--- config.mk ---
export PLATFORM = sky130hd
export DESIGN_NAME = lockable_wt_cache
export DESIGN_NICKNAME = d
export VERILOG_FILES = /design/src/rtl/lwc_pkg.sv /design/src/rtl/lwc_tag_store.sv /design/src/rtl/lwc_data_store.sv /design/src/rtl/lockable_wt_cache.sv
export SDC_FILE = /design/constraint.sdc
export NUM_CORES = 2
export LEC_CHECK = 0
export BUFFER_PORTS_ARGS = -buffer_cell sky130_fd_sc_hd__buf_2
export CAP_MARGIN = 25
export CORE_ASPECT_RATIO = 1.5
export CORE_MARGIN = 2
export CORE_UTILIZATION = 40
export DETAILED_ROUTE_END_ITERATION = 7
export GPL_TIMING_DRIVEN = 0
export PLACE_DENSITY = 0.56
export RECOVER_POWER = 100
export SLEW_MARGIN = 20
export SYNTH_ARGS = -nofsm -noshare
export SYNTH_HDL_FRONTEND = slang
export SYNTH_HIERARCHICAL = 1
export SYNTH_SLANG_ARGS = --single-unit
export TNS_END_PERCENT = 20
--- constraint.sdc ---
create_clock -name clk -period 18.8 [get_ports clk]
set_clock_uncertainty 0.2 [all_clocks]
set_input_delay 1.88 -clock clk [delete_from_list [all_inputs] [get_ports clk]]
set_output_delay 1.88 -clock clk [all_outputs]
set_load 0.03 [all_outputs]
--- src/rtl/lwc_pkg.sv ---
// Shared types for the lockable write-through cache.
package lwc_pkg;
    typedef enum logic [2:0] {
        ST_IDLE,
        ST_FILL,
        ST_BYP,
        ST_WR,
        ST_DONE
    } lwc_state_t;
endpackage

--- src/rtl/lwc_tag_store.sv ---
// Tag, valid and lock state for a fully associative cache; hit lookup and
// victim choice. Assumes LINES is a power of two and that lock bits are not
// changed while a fill is in flight.
module lwc_tag_store #(
    parameter int LINES = 16,
    parameter int TAG_W = 28,
    localparam int IDX_W = $clog2(LINES)
) (
    input  logic             clk,
    input  logic             rst_n,
    input  logic [TAG_W-1:0] lookup_tag,
    output logic             hit,
    output logic [IDX_W-1:0] hit_idx,
    output logic             victim_ok,
    output logic [IDX_W-1:0] victim_idx,
    input  logic             inv,
    input  logic             lock_we,
    input  logic [IDX_W-1:0] lock_idx,
    input  logic             lock_val,
    input  logic             install_en,
    input  logic [IDX_W-1:0] install_idx,
    input  logic [TAG_W-1:0] install_tag
);
    logic [LINES-1:0] valid;
    logic [LINES-1:0] lock;
    logic [TAG_W-1:0] tags [LINES];
    logic [IDX_W-1:0] rr;
    logic [LINES-1:0] hit_vec;
    logic [LINES-1:0] free;
    logic [IDX_W-1:0] pos;
    logic             found;

    // Compare the lookup tag against every valid line.
    for (genvar g = 0; g < LINES; g++) begin : g_cmp
        assign hit_vec[g] = valid[g] && (tags[g] == lookup_tag);
    end

    // Encode the matching line number.
    always_comb begin
        hit_idx = '0;
        for (int i = 0; i < LINES; i++)
            if (hit_vec[i]) hit_idx = IDX_W'(i);
    end
    assign hit = |hit_vec;

    // Choose a victim: lowest free unlocked line, else round-robin among unlocked.
    assign free      = ~valid & ~lock;
    assign victim_ok = |(~lock);
    always_comb begin
        victim_idx = '0;
        found      = 1'b0;
        pos        = '0;
        for (int i = LINES - 1; i >= 0; i--)
            if (free[i]) begin
                victim_idx = IDX_W'(i);
                found      = 1'b1;
            end
        if (!found)
            for (int i = LINES - 1; i >= 0; i--) begin
                pos = rr + IDX_W'(i);
                if (!lock[pos]) victim_idx = pos;
            end
    end

    // Maintain valid bits, lock bits and the round-robin pointer.
    always_ff @(posedge clk) begin
        if (!rst_n) begin
            valid <= '0;
            lock  <= '0;
            rr    <= '0;
        end else begin
            if (lock_we) lock[lock_idx] <= lock_val;
            if (inv) valid <= valid & lock;
            if (install_en) begin
                valid[install_idx] <= 1'b1;
                if (valid[install_idx]) rr <= install_idx + 1'b1;
            end
        end
    end

    // Record the tag of a freshly filled line.
    always_ff @(posedge clk) begin
        if (install_en) tags[install_idx] <= install_tag;
    end

    // no line is valid right after reset.
    a_r1_all_invalid: assert property (@(posedge clk) disable iff (!rst_n)
        $past(!rst_n) |-> (valid == '0));
    // a fill never lands on a locked line.
    a_r8_no_locked_victim: assert property (@(posedge clk) disable iff (!rst_n)
        install_en |-> !lock[install_idx]);
    // after an invalidate, only lines that were locked remain valid.
    a_r10_inv_keeps_locked: assert property (@(posedge clk) disable iff (!rst_n)
        ($past(inv) && !$past(install_en)) |-> ((valid & ~$past(lock)) == '0));
endmodule

--- src/rtl/lwc_data_store.sv ---
// Word-addressed line storage: one combinational read port, one synchronous
// write port. Contents are not reset.
module lwc_data_store #(
    parameter int WORDS  = 64,
    parameter int DATA_W = 32,
    localparam int AW = $clog2(WORDS)
) (
    input  logic              clk,
    input  logic [AW-1:0]     rd_idx,
    output logic [DATA_W-1:0] rd_data,
    input  logic              wr_en,
    input  logic [AW-1:0]     wr_idx,
    input  logic [DATA_W-1:0] wr_data
);
    logic [DATA_W-1:0] mem [WORDS];

    assign rd_data = mem[rd_idx];

    // Store one word per cycle.
    always_ff @(posedge clk) begin
        if (wr_en) mem[wr_idx] <= wr_data;
    end
endmodule

--- src/rtl/lockable_wt_cache.sv ---
// Fully associative write-through cache with a per-kind caching policy,
// scratchpad mode, line locking and a non-cacheable bypass. Assumes
// word-aligned accesses and that core_req is held until core_ready.
module lockable_wt_cache #(
    parameter int ADDR_W     = 32,
    parameter int DATA_W     = 32,
    parameter int LINES      = 16,
    parameter int LINE_BYTES = 16
) (
    input  logic                     clk,
    input  logic                     rst_n,
    input  logic [1:0]               cfg_mode,
    input  logic                     cfg_scratch,
    input  logic                     inval_all,
    input  logic                     lock_we,
    input  logic [$clog2(LINES)-1:0] lock_idx,
    input  logic                     lock_val,
    input  logic                     core_req,
    input  logic                     core_we,
    input  logic                     core_instr,
    input  logic                     core_nc,
    input  logic [ADDR_W-1:0]        core_addr,
    input  logic [DATA_W-1:0]        core_wdata,
    output logic                     core_ready,
    output logic [DATA_W-1:0]        core_rdata,
    output logic                     mem_req,
    output logic                     mem_we,
    output logic [ADDR_W-1:0]        mem_addr,
    output logic [DATA_W-1:0]        mem_wdata,
    input  logic                     mem_ready,
    input  logic [DATA_W-1:0]        mem_rdata
);
    import lwc_pkg::*;

    localparam int IDX_W  = $clog2(LINES);
    localparam int WBYTES = DATA_W / 8;
    localparam int WB_W   = $clog2(WBYTES);
    localparam int WORDS  = LINE_BYTES / WBYTES;
    localparam int WOFF_W = $clog2(WORDS);
    localparam int BOFF_W = $clog2(LINE_BYTES);
    localparam int TAG_W  = ADDR_W - BOFF_W;
    localparam int SA_W   = IDX_W + WOFF_W;

    lwc_state_t        state;
    logic [ADDR_W-1:0] addr_q;
    logic [DATA_W-1:0] wdata_q;
    logic [DATA_W-1:0] rdata_q;
    logic [WOFF_W-1:0] beat;
    logic [IDX_W-1:0]  victim_q;
    logic              hit;
    logic [IDX_W-1:0]  hit_idx;
    logic              victim_ok;
    logic [IDX_W-1:0]  victim_idx;
    logic              cacheable;
    logic              take;
    logic              install_en;
    logic [SA_W-1:0]   rd_idx;
    logic [DATA_W-1:0] rd_data;
    logic              wr_en;
    logic [SA_W-1:0]   wr_idx;
    logic [DATA_W-1:0] wr_data;
    logic [WOFF_W-1:0] req_word;

    assign take       = (state == ST_IDLE) && core_req;
    assign cacheable  = !core_nc && (core_instr ? cfg_mode[1] : cfg_mode[0]);
    assign req_word   = core_addr[BOFF_W-1:WB_W];
    assign install_en = (state == ST_FILL) && mem_ready && (beat == WOFF_W'(WORDS - 1));

    lwc_tag_store #(.LINES(LINES), .TAG_W(TAG_W)) u_tags (
        .clk        (clk),
        .rst_n      (rst_n),
        .lookup_tag (core_addr[ADDR_W-1:BOFF_W]),
        .hit        (hit),
        .hit_idx    (hit_idx),
        .victim_ok  (victim_ok),
        .victim_idx (victim_idx),
        .inv        (inval_all),
        .lock_we    (lock_we),
        .lock_idx   (lock_idx),
        .lock_val   (lock_val),
        .install_en (install_en),
        .install_idx(victim_q),
        .install_tag(addr_q[ADDR_W-1:BOFF_W])
    );

    lwc_data_store #(.WORDS(LINES * WORDS), .DATA_W(DATA_W)) u_data (
        .clk    (clk),
        .rd_idx (rd_idx),
        .rd_data(rd_data),
        .wr_en  (wr_en),
        .wr_idx (wr_idx),
        .wr_data(wr_data)
    );

    // Storage read index: direct in scratchpad mode, matching line otherwise.
    assign rd_idx = cfg_scratch ? core_addr[SA_W+WB_W-1:WB_W] : {hit_idx, req_word};

    // Storage write port: scratchpad/hit store from the core, or a fill beat.
    always_comb begin
        wr_en   = 1'b0;
        wr_idx  = rd_idx;
        wr_data = core_wdata;
        if (take && core_we && (cfg_scratch || hit)) begin
            wr_en = 1'b1;
        end else if ((state == ST_FILL) && mem_ready) begin
            wr_en   = 1'b1;
            wr_idx  = {victim_q, beat};
            wr_data = mem_rdata;
        end
    end

    // Access sequencer: classify, fill, bypass, write through, respond.
    always_ff @(posedge clk) begin
        if (!rst_n) begin
            state    <= ST_IDLE;
            addr_q   <= '0;
            wdata_q  <= '0;
            rdata_q  <= '0;
            beat     <= '0;
            victim_q <= '0;
        end else begin
            case (state)
                ST_IDLE: if (core_req) begin
                    addr_q  <= core_addr;
                    wdata_q <= core_wdata;
                    beat    <= '0;
                    if (cfg_scratch) begin
                        if (!core_we) rdata_q <= rd_data;
                        state <= ST_DONE;
                    end else if (core_we) begin
                        state <= ST_WR;
                    end else if (cacheable && hit) begin
                        rdata_q <= rd_data;
                        state   <= ST_DONE;
                    end else if (cacheable && victim_ok) begin
                        victim_q <= victim_idx;
                        state    <= ST_FILL;
                    end else begin
                        state <= ST_BYP;
                    end
                end
                ST_FILL: if (mem_ready) begin
                    beat <= beat + 1'b1;
                    if (beat == addr_q[BOFF_W-1:WB_W]) rdata_q <= mem_rdata;
                    if (beat == WOFF_W'(WORDS - 1)) state <= ST_DONE;
                end
                ST_BYP: if (mem_ready) begin
                    rdata_q <= mem_rdata;
                    state   <= ST_DONE;
                end
                ST_WR: if (mem_ready) state <= ST_DONE;
                default: state <= ST_IDLE;
            endcase
        end
    end

    // Memory beat address: walk the line during a fill, else the access word.
    always_comb begin
        mem_addr = {addr_q[ADDR_W-1:WB_W], {WB_W{1'b0}}};
        if (state == ST_FILL)
            mem_addr = {addr_q[ADDR_W-1:BOFF_W], beat, {WB_W{1'b0}}};
    end

    assign mem_req    = (state == ST_FILL) || (state == ST_BYP) || (state == ST_WR);
    assign mem_we     = (state == ST_WR);
    assign mem_wdata  = wdata_q;
    assign core_ready = (state == ST_DONE);
    assign core_rdata = rdata_q;

    // both handshake outputs are idle right after reset.
    a_r1_reset_quiet: assert property (@(posedge clk) disable iff (!rst_n)
        $past(!rst_n) |-> (!core_ready && !mem_req));
    // a cacheable read hit answers next cycle without memory traffic.
    a_r3_hit_next_cycle: assert property (@(posedge clk) disable iff (!rst_n)
        (take && !core_we && !cfg_scratch && cacheable && hit) |=> (core_ready && !mem_req));
    // the response follows the last fill beat.
    a_r4_ready_after_fill: assert property (@(posedge clk) disable iff (!rst_n)
        install_en |=> core_ready);
    // a store outside scratchpad mode becomes a memory write.
    a_r5_store_written: assert property (@(posedge clk) disable iff (!rst_n)
        (take && core_we && !cfg_scratch) |=> (mem_req && mem_we));
    // a non-cacheable access never starts a fill.
    a_r6_nc_no_fill: assert property (@(posedge clk) disable iff (!rst_n)
        (take && core_nc && !cfg_scratch) |=> (state != ST_FILL));
    // scratchpad accesses finish next cycle with no memory request.
    a_r7_scratch_local: assert property (@(posedge clk) disable iff (!rst_n)
        (take && cfg_scratch) |=> (core_ready && !mem_req));
    // with every line locked a read miss does not fill.
    a_r11_all_locked_bypass: assert property (@(posedge clk) disable iff (!rst_n)
        (take && !core_we && !cfg_scratch && !victim_ok) |=> (state != ST_FILL));
endmodule

==> results.json <==
{
  "row_count": 231,
  "area_delta_synth_final_pct": 13.0,
  "status": "finished, violations left",
  "max-slew-margin-rel_pct": -86.7,
  "synth_commonest_cells": "edfxtp_1, mux4_2, xor2_1, nand2_1, xnor2_1",
  "clkSinkCount": 2635,
  "grt_pass1_vias": 58880,
  "seq_area_frac_synth_pct": 73.3,
  "grt_max_degree": 65,
  "grt_pass1_wl_um": 502000,
  "violations": "max-capacitance violations, max-slew violations",
  "cp_max_fo": 10,
  "critPathKind": "in2reg",
  "drt_pass1_iterations": 8,
  "syn_avg_cell_area_um2": 19.1,
  "yosys.area.top_type": "edfxtp_1",
  "clkPwrFrac_pct": 39.2,
  "cp.required_ns": 19.43,
  "yosysWarningCount": 6,
  "yosysMostFrequentCell": "edfxtp_1",
  "synth_top_cell_area_share_pct": 70.7,
  "hold_viol_final": 0,
  "ys_ff_latch": 2635,
  "die_height_um": 635,
  "routed-wl-met2_um": 187000,
  "r2r_slack_ns": 7.97,
  "setup_tns_ns": 0,
  "crit_chain": "clkbuf_1, clkbuf_1, clkbuf_1, xor2_1, nor4_1, nand3_1, nor3_1, nand4_1, o21ai_0, a21boi_0, o221ai_1, mux2_1, clkbuf_1, clkbuf_1, clkbuf_1, clkbuf_1, clkbuf_1, mux2i_1, a21oi_1, a21oi_1, nor2_1, mux2i_1, a211oi_1",
  "met1_length_um": 128000,
  "pwr-share-comb_pct": 7.5,
  "grt_usage_pct": 27.6,
  "insertion_delay_ns": 0.94,
  "cp-end-kind": "flop",
  "async_reset_ff_share_pct": 0,
  "drive_gt1_share_pct": 20.3,
  "filler_cell_count": 22622,
  "regArea_um2": 77700,
  "drt-wirelength-per-cell_um": 38.1,
  "synth_area_leaders": "edfxtp_1, mux4_2, dfxtp_1",
  "max_cap_violations": 121,
  "numCtsBuffers": 238,
  "placed_area_um2": 116000,
  "ir_worst_vdd_mv": 0.0807,
  "p_switching_mw": 2.91,
  "h-tree-depth": 4,
  "grt_overflow": 0,
  "antenna_found_initial": 17,
  "p_leak_nw": 37.4,
  "num_vias": 58998,
  "drcViolationCount": 0,
  "ys.flop_type": "edfxtp_1",
  "min_period_ns": 12.53,
  "synth_area_um2": 106000,
  "nets": 6322,
  "fin_crit_sh_pct": 66.6,
  "clockRootBuffer": "clkbuf_16",
  "rsz0062_at_grt": "false",
  "cpMostUsedCell": "clkbuf_1",
  "die_area_um2": 269000,
  "setup_viol": 0,
  "hold_buffers": 0,
  "netSwitchingFraction_pct": 23.6,
  "cp-start-kind": "primary input",
  "place.gp.congestion": 0.964,
  "wl_met3_um": 29400,
  "chipWidth_um": 424,
  "r2r_cells": 22,
  "p_int_mw": 9.39,
  "seq_power_share_pct": 53.4,
  "syn_inst": 5554,
  "cts_setup_buffers": 0,
  "netlist-cell-type-count": 88,
  "post_cts_resized": 0,
  "cp.arrival_ns": 13.16,
  "cp_slowest_stage_delay_ns": 1.09,
  "multi_input_comb_area_um2": 26400,
  "cts_tree": "yes",
  "drtIter0Drc": 7512,
  "highest_layer": "met5",
  "hpwl_um": 268000,
  "final_area_um2": 120000,
  "synth_edf_count": 2496,
  "max_freq_ghz": 0.0798,
  "worstMarginPinSlew_ns": 2.80,
  "cts.clk_slew.worst_paths_ns": 0.07,
  "wirelength_um": 376000,
  "numPortBuffers": 204,
  "hold_depth": 2,
  "viasPerCell": 5.96,
  "io_pins": 212,
  "start_util_pct": 40.2,
  "crit_slowest_cell": "clkbuf_1",
  "maxSlewViolCount": 2907,
  "core-area_um2": 264000,
  "hold_path_class": "reg2reg",
  "powerDensity_nw_per_um2": 103,
  "detail-route-antenna-nets": 0,
  "clock_path_buffers": 4
}
[power by group through the flow]
stage                     registers [mW]  clock network (mW)  logic, mW
after global routing                6.56                5.06      0.944
final                               6.56                4.82      0.919
after global placement              6.70                   0      0.872
after floorplan                     6.67                   0      0.472
after detailed placement            6.68                   0      0.948
after CTS                           6.55                4.87      0.950
[stage by stage]
step           setup slack [ns]  power [mW]  std cells  utilization, %  hold WS, ns
6_report                   6.27        12.3       9891            45.4        0.254
5_1_grt                    6.36        12.6       9888            45.4        0.279
4_1_cts                    8.54        12.4       9877            46.9        0.253
3_3_place_gp               4.52        7.57       9254            42.2        0.240
3_5_place_dp               7.58        7.63       9448            44.0        0.245
2_1_floorplan             11.14        7.14       5555               -        0.258
[kinds of logic (layout without fill, tap and decap cells)]
kind of cell / after synthesis / count (layout) / share of synthesized area, %
mux: 787 / 787 / 14.2
other cells: 1 / 12 / 0.00354
compound gates: 518 / 518 / 3.26
buf+inv: 397 / 1228 / 1.82
simple gates: 746 / 746 / 3.40
flops: 2635 / 2635 / 73.3
xor+xnor: 458 / 458 / 3.83
fa+ha+maj: 12 / 12 / 0.142
[final cells by class]
cell class | count | share of cell area, %
Inverter | 41 | 0.128
Tap cell | 3495 | 3.65
Clock inverter | 109 | 0.780
Timing Repair Buffer | 402 | 1.58
Clock buffer | 320 | 5.44
Multi-Input combinational cell | 2523 | 22.0
Buffer | 356 | 1.51
Antenna cell | 10 | 0.0209
Sequential cell | 2635 | 64.9
[flip-flops by register name (all words and copies together), names as in the netlist]
name / cells
state: 3
core_rdata: 32
beat: 2
u_tags/valid: 16
u_tags/rr: 4
addr_q: 30
victim_q: 4
mem_wdata: 32
u_tags/lock: 16
u_data/mem: 2048
u_tags/tags: 448
[critical path: cells and delay by family]
| family | cells | cell delay (ns) |
|---|---|---|
| AND/OR/NAND/NOR | 5 | 1.97 |
| buffers and inverters | 8 | 5.85 |
| multiplexers | 3 | 0.85 |
| AO/OA/AOI/OAI | 6 | 2.38 |
| XOR/XNOR | 1 | 0.15 |
[cells in the final DEF, fill, tap and decap left out, drive strengths merged, types with 49 or more instances in the layout]
cell type,count
xnor2,225
nor4,67
clkinv,83
o22ai,96
dfxtp,139
mux2,52
o21ai,53
mux2i,164
mux4,571
clkbuf,776
nand4,75
inv,49
xor2,233
buf,302
nor2,195
a21oi,175
nand2,227
edfxtp,2496
[worst paths after layout]
kind,startpoint,endpoint
max,core_addr[17],core_rdata[9]
min,mem_wdata[0],mem_wdata[0]
max reg2reg,u_tags/tags[1][26],core_rdata[9]
min reg2reg,mem_wdata[0],mem_wdata[0]
[metal layers]
layer  global-route usage, %  vias up
li1                        -    23600
met1                    31.8    31287
met2                    47.6     3182
met3                    4.62      921
met4                    17.9        8
met5                       0        -
Power figures use the tool's default switching activity.
